File: config.mk
export PLATFORM = sky130hd
export DESIGN_NAME = pin_trigger_unit
export DESIGN_NICKNAME = d
export VERILOG_FILES = /design/src/rtl/pin_trigger_pkg.sv /design/src/rtl/pin_trigger_sync.sv /design/src/rtl/pin_trigger_lane.sv /design/src/rtl/pin_trigger_unit.sv
export SDC_FILE = /design/constraint.sdc
export NUM_CORES = 1
export LEC_CHECK = 0
export BUFFER_PORTS_ARGS = -buffer_cell sky130_fd_sc_hd__buf_2
export CORE_ASPECT_RATIO = 0.8
export CORE_MARGIN = 2
export CORE_UTILIZATION = 48
export DETAILED_ROUTE_END_ITERATION = 6
export PLACE_DENSITY = 0.82
export SLEW_MARGIN = 40
export SYNTH_ARGS = -nofsm -noshare
export SYNTH_HDL_FRONTEND = slang
export SYNTH_SLANG_ARGS = --single-unit
File: constraint.sdc
create_clock -name clk -period 1.98 [get_ports clk]
set_input_delay 0.099 -clock clk [delete_from_list [all_inputs] [get_ports clk]]
set_output_delay 0.099 -clock clk [all_outputs]
set_load 0.05 [all_outputs]
File: src/rtl/pin_trigger_pkg.sv
package pin_trigger_pkg;
  typedef enum logic [1:0] {
    TRIG_HIGH = 2'b00,
    TRIG_LOW  = 2'b01,
    TRIG_RISE = 2'b10,
    TRIG_FALL = 2'b11
  } trig_mode_e;

  localparam logic [1:0] ADDR_MODE   = 2'd0;
  localparam logic [1:0] ADDR_ENABLE = 2'd1;
  localparam logic [1:0] ADDR_CLEAR  = 2'd2;
endpackage

File: src/rtl/pin_trigger_sync.sv
module pin_trigger_sync #(
  parameter int WIDTH  = 4,
  parameter int STAGES = 2
) (
  input  logic             clk,
  input  logic             rst_n,
  input  logic [WIDTH-1:0] async_in,
  output logic [WIDTH-1:0] sync_out
);
  logic [WIDTH-1:0] stage_q [STAGES];

  always_ff @(posedge clk) begin
    if (!rst_n) begin
      for (int s = 0; s < STAGES; s++) stage_q[s] <= '0;
    end else begin
      stage_q[0] <= async_in;
      for (int s = 1; s < STAGES; s++) stage_q[s] <= stage_q[s-1];
    end
  end

  assign sync_out = stage_q[STAGES-1];
endmodule

File: src/rtl/pin_trigger_lane.sv
module pin_trigger_lane
  import pin_trigger_pkg::*;
(
  input  logic       clk,
  input  logic       rst_n,
  input  logic       pin_sync,
  input  trig_mode_e mode,
  input  logic       mode_chg,
  input  logic       flag_clr,
  input  logic       enable,
  output logic       irq
);
  logic prev_q;
  logic flag_q;
  logic edge_hit;
  logic level_hit;

  always_ff @(posedge clk) begin
    if (!rst_n) prev_q <= 1'b0;
    else        prev_q <= pin_sync;
  end

  always_comb begin
    unique case (mode)
      TRIG_RISE: edge_hit = pin_sync & ~prev_q;
      TRIG_FALL: edge_hit = ~pin_sync & prev_q;
      default:   edge_hit = 1'b0;
    endcase
  end

  assign level_hit = (mode == TRIG_HIGH) ? pin_sync : ~pin_sync;

  // Mode change first, then a fresh edge, then the clear request.
  always_ff @(posedge clk) begin
    if (!rst_n)         flag_q <= 1'b0;
    else if (mode_chg)  flag_q <= 1'b0;
    else if (edge_hit)  flag_q <= 1'b1;
    else if (flag_clr)  flag_q <= 1'b0;
  end

  assign irq = enable & (mode[1] ? flag_q : level_hit);

  a_r9_mode_change_clears: assert property (@(posedge clk) disable iff (!rst_n)
    mode_chg |=> !flag_q);
  a_r8_edge_beats_clear: assert property (@(posedge clk) disable iff (!rst_n)
    (edge_hit && flag_clr && !mode_chg) |=> flag_q);
  a_r5_flag_sticky: assert property (@(posedge clk) disable iff (!rst_n)
    (flag_q && !flag_clr && !mode_chg) |=> flag_q);
  a_r7_level_never_latched: assert property (@(posedge clk) disable iff (!rst_n)
    !mode[1] |-> !flag_q);
endmodule

File: src/rtl/pin_trigger_unit.sv
module pin_trigger_unit
  import pin_trigger_pkg::*;
#(
  parameter int N_SRC  = 4,
  parameter int BUS_W  = 32,
  parameter int SYNC_N = 2
) (
  input  logic             clk,
  input  logic             rst_n,
  input  logic [1:0]       bus_addr,
  input  logic             bus_wr,
  input  logic [BUS_W-1:0] bus_wdata,
  output logic [BUS_W-1:0] bus_rdata,
  input  logic [N_SRC-1:0] pin_in,
  output logic [N_SRC-1:0] irq_out
);
  localparam int MODE_W = 2 * N_SRC;

  logic [MODE_W-1:0] mode_q;
  logic [N_SRC-1:0]  en_q;
  logic [N_SRC-1:0]  pin_sync;
  logic [N_SRC-1:0]  mode_chg;
  logic [N_SRC-1:0]  flag_clr;
  logic              wr_mode, wr_en, wr_clr;

  assign wr_mode = bus_wr && (bus_addr == ADDR_MODE);
  assign wr_en   = bus_wr && (bus_addr == ADDR_ENABLE);
  assign wr_clr  = bus_wr && (bus_addr == ADDR_CLEAR);

  always_ff @(posedge clk) begin
    if (!rst_n) begin
      mode_q <= '0;
      en_q   <= '0;
    end else begin
      if (wr_mode) mode_q <= bus_wdata[MODE_W-1:0];
      if (wr_en)   en_q   <= bus_wdata[N_SRC-1:0];
    end
  end

  always_comb begin
    bus_rdata = '0;
    unique case (bus_addr)
      ADDR_MODE:   bus_rdata[MODE_W-1:0] = mode_q;
      ADDR_ENABLE: bus_rdata[N_SRC-1:0]  = en_q;
      default:     bus_rdata = '0;
    endcase
  end

  pin_trigger_sync #(.WIDTH(N_SRC), .STAGES(SYNC_N)) u_sync (
    .clk      (clk),
    .rst_n    (rst_n),
    .async_in (pin_in),
    .sync_out (pin_sync)
  );

  for (genvar i = 0; i < N_SRC; i++) begin : g_lane
    trig_mode_e lane_mode;
    assign lane_mode   = trig_mode_e'(mode_q[2*i +: 2]);
    assign mode_chg[i] = wr_mode && (bus_wdata[2*i +: 2] != mode_q[2*i +: 2]);
    assign flag_clr[i] = wr_clr && bus_wdata[i];

    pin_trigger_lane u_lane (
      .clk      (clk),
      .rst_n    (rst_n),
      .pin_sync (pin_sync[i]),
      .mode     (lane_mode),
      .mode_chg (mode_chg[i]),
      .flag_clr (flag_clr[i]),
      .enable   (en_q[i]),
      .irq      (irq_out[i])
    );

    a_r4_high_level_lag: assert property (@(posedge clk) disable iff (!rst_n)
      (en_q[i] && lane_mode == TRIG_HIGH) |-> (irq_out[i] == $past(pin_in[i], 2)));
    a_r3_disabled_quiet: assert property (@(posedge clk) disable iff (!rst_n)
      $fell(en_q[i]) |-> !irq_out[i]);
  end

  a_r1_reserved_zero: assert property (@(posedge clk) disable iff (!rst_n)
    bus_rdata[BUS_W-1:MODE_W] == '0);
endmodule

==> reports/qor.txt <==
RSZ-0062 raised after global routing = false
Distinct cells, synth = 20
crit path buf inv count = 1
Slew @ Worst Pin = 0.572 ns
CTS max path bufs = 2
Psw = 0.344 mW
leak pwr = 0.724 nW
worst hold endpoint = u_sync.stage_q[0][0]
Tot GR Track Use = 14.4%
die width = 66.8 µm
Mapped Cells = 176
Die Height = 54.2 µm
power share of the clock group = 29.9%
Max Clock Skew = 0.00344 ns
Detail Route Antenna Nets = 0
die area = 3620 µm²
post-route cell area = 1590 µm²
Core ar. = 3040 µm²
WL final = 2410 µm
syn_area_per_cell = 8.60 µm²
Critical Path Sink Type = primary output
largest net degree at the start of global routing = 17
Yosys warning total = 0
part of the power in combinational logic = 18.4%
Overflow after GRT = 0
Setup-failing EPs final = 0
Resize count post-CTS = 0
first-iteration detailed-routing DRC count = 45
slew margin rel. = 61.7%
most area-consuming cells after synthesis = dfxtp_1 (37%), buf_4 (14%), and2_1 (7.9%)
Vias = 1082
initial antenna violation count = 0
Max-Cap Viols = 0
fillers = 292
area leader, netlist = dfxtp_1
Ant. Diodes = 0
Post-synth EDFFs = 0
critical path class = reg -> out
ratio of final minimum period to clock period = 74.2%
Hold Path Cell Cnt = 2
CTS tree = done
Crit path required time = 1.88 ns
CTS buffer count = 3
Fin. Hold Viols = 0
Final Max Tran Viols = 0
DR pass1 iterations = 4
internal power = 0.809 mW
DRC = 0
Total Negative Setup Slacks = 0 ns
vias in the first global route = 965
net total in the final layout = 240
FF-to-FF Start = mode_q[2]
crit start category = flip-flop
vias per inst = 4.55
R2R cell count = 3
Initial Util = 49.8%
first-pass GRT wire length = 3950 µm
R2R setup slack = 0.96 ns
min cycle time layout = 1.47 ns
Top delay family on crit path = flip-flops
worst hold start = pin_in[0]
IO Pins = 77
clk slew on worst S/H paths = 0.09 ns
critical path, cell by cell = xnor2_1, o21ai_0, and2_1, buf_2
Synth Register Bits = 28
Clock Sinks = 28
CP max stage delay = 0.45 ns
outcome = complete, no violations
asr flop ratio synth = 0%
Peak supply drop = 527 µV
post-DP HPWL = 1800 µm
H-Tree Depth = 1
Synth Flop Type = dfxtp_1
most frequent cells in the layout = dfxtp_1 (28), buf_2 (28), conb_1 (24), and2_1 (19), nand2_1 (19)
Rows = 18
IO buf count = 28
Flop pwr share = 51.7%
Clock Latency Late Sink = 0.27 ns
gp weighted congestion = 0.786
Slowest-stage cell, CP = dfxtp_1
drt wl/cell = 10.1 µm
Area growth syn-to-layout = 5.29%
count of hold buffers inserted by post-cts repair = 0
postcts setup bufs = 0
clk root buf = clkbuf_8
Cell Pwr Density = 723 nW/µm²
HP Class = in -> reg
sequential-to-total area share from yosys stat = 37.0%
layout cells sized above 1 = 18.2%
Reg-to-Reg End = g_lane[1].u_lane.flag_q
critical path peak fanout = 6
CP arrival = 1.37 ns
switching share of power = 29.8%
top cell type's share of synthesized area = 37.0%
maximum operating frequency = 680 MHz
cell area after synthesis = 1510 µm²
Post-DP Area = 1540 µm²
per-layer routing:
metal / up-vias / share of wire (%) / global-route usage (%)
met5: - / 0 / 0
met4: 0 / 0.33 / 2.04
met3: 2 / 7.5 / 4.12
met2: 33 / 45 / 26.3
met1: 483 / 47 / 17.3
li1: 564 / - / -
Yosys cell counts (3+ instances only):
cell	n
a21oi_1	11
nor3b_1	4
dfxtp_1	28
a211oi_1	4
inv_1	6
nor2_1	9
o21ai_0	12
mux2i_1	8
and2_1	19
buf_6	3
xnor2_1	12
and3b_1	4
buf_4	28
nand2_1	19
registers in the layout (all words and copies together), names as in the netlist:
signal and count:
en_q 4, mode_q 8, u_sync.stage_q 8, g_lane.u_lane.flag_q 4
g_lane.u_lane.prev_q 4
cell type report:
class	instances	area (µm²)	area share (%)
well taps	40	50.0	3.14
inverters	6	22.5	1.41
clock buffers	4	55.1	3.45
flip-flops and latches	28	561	35.2
repair buffers	28	140	8.79
multi-input cells	132	766	48.0
worst register-to-register path: cells and delay by family, from the launching register on:
kind	cells	cell delay, ns
DFF	1	0.45
AOI/OAI and AO/OA	2	0.30
and+or+nand+nor	1	0.19
power groups by stage:
stage / clock network, mW / registers (mW) / logic (mW)
after floorplan: 0 / 0.606 / 0.221
after global placement: 0 / 0.609 / 0.211
after detailed placement: 0 / 0.610 / 0.212
after CTS: 0.358 / 0.596 / 0.213
after global routing: 0.374 / 0.600 / 0.229
final: 0.344 / 0.596 / 0.213
worst max-delay path by stage:
stage                    from            to  slack, ns  cells past startpoint
CTS                 mode_q[2]    irq_out[1]       0.51                      4
detailed placement  mode_q[2]    irq_out[1]       0.81                      4
global route        mode_q[2]    irq_out[1]       0.41                      4
finish              mode_q[2]    irq_out[1]       0.51                      4
global placement    mode_q[2]    irq_out[1]       0.83                      4
floorplan           mode_q[0]  bus_rdata[0]       0.75                      2
metrics by stage:
stage               setup WS (ns)  utilization (%)  hold slack, ns  power, mW  std cells
global placement            0.833             50.6           0.306      0.820        234
detailed placement          0.815             50.6           0.307      0.822        234
global route                0.409             52.4          0.0246       1.20        238
CTS                         0.507             52.4          0.0218       1.17        238
finish                      0.510             52.4          0.0273       1.15        238
floorplan                   0.746                -           0.226      0.827        199
kinds of logic (layout without fill, tap and decap cells):
family                    count (synthesis)  after routing  share of synthesized area (%)
AOI/OAI and AO/OA                        29             29                           10.7
xor gates and xnor gates                 12             12                           6.94
buffers and inverters                    39             38                           18.1
DFF                                      28             28                           37.0
muxes                                     8              8                           5.29
other                                     1             24                          0.248
and+or+nand+nor                          59             59                           21.7
Note: power is estimated with default switching activity, not from simulation.
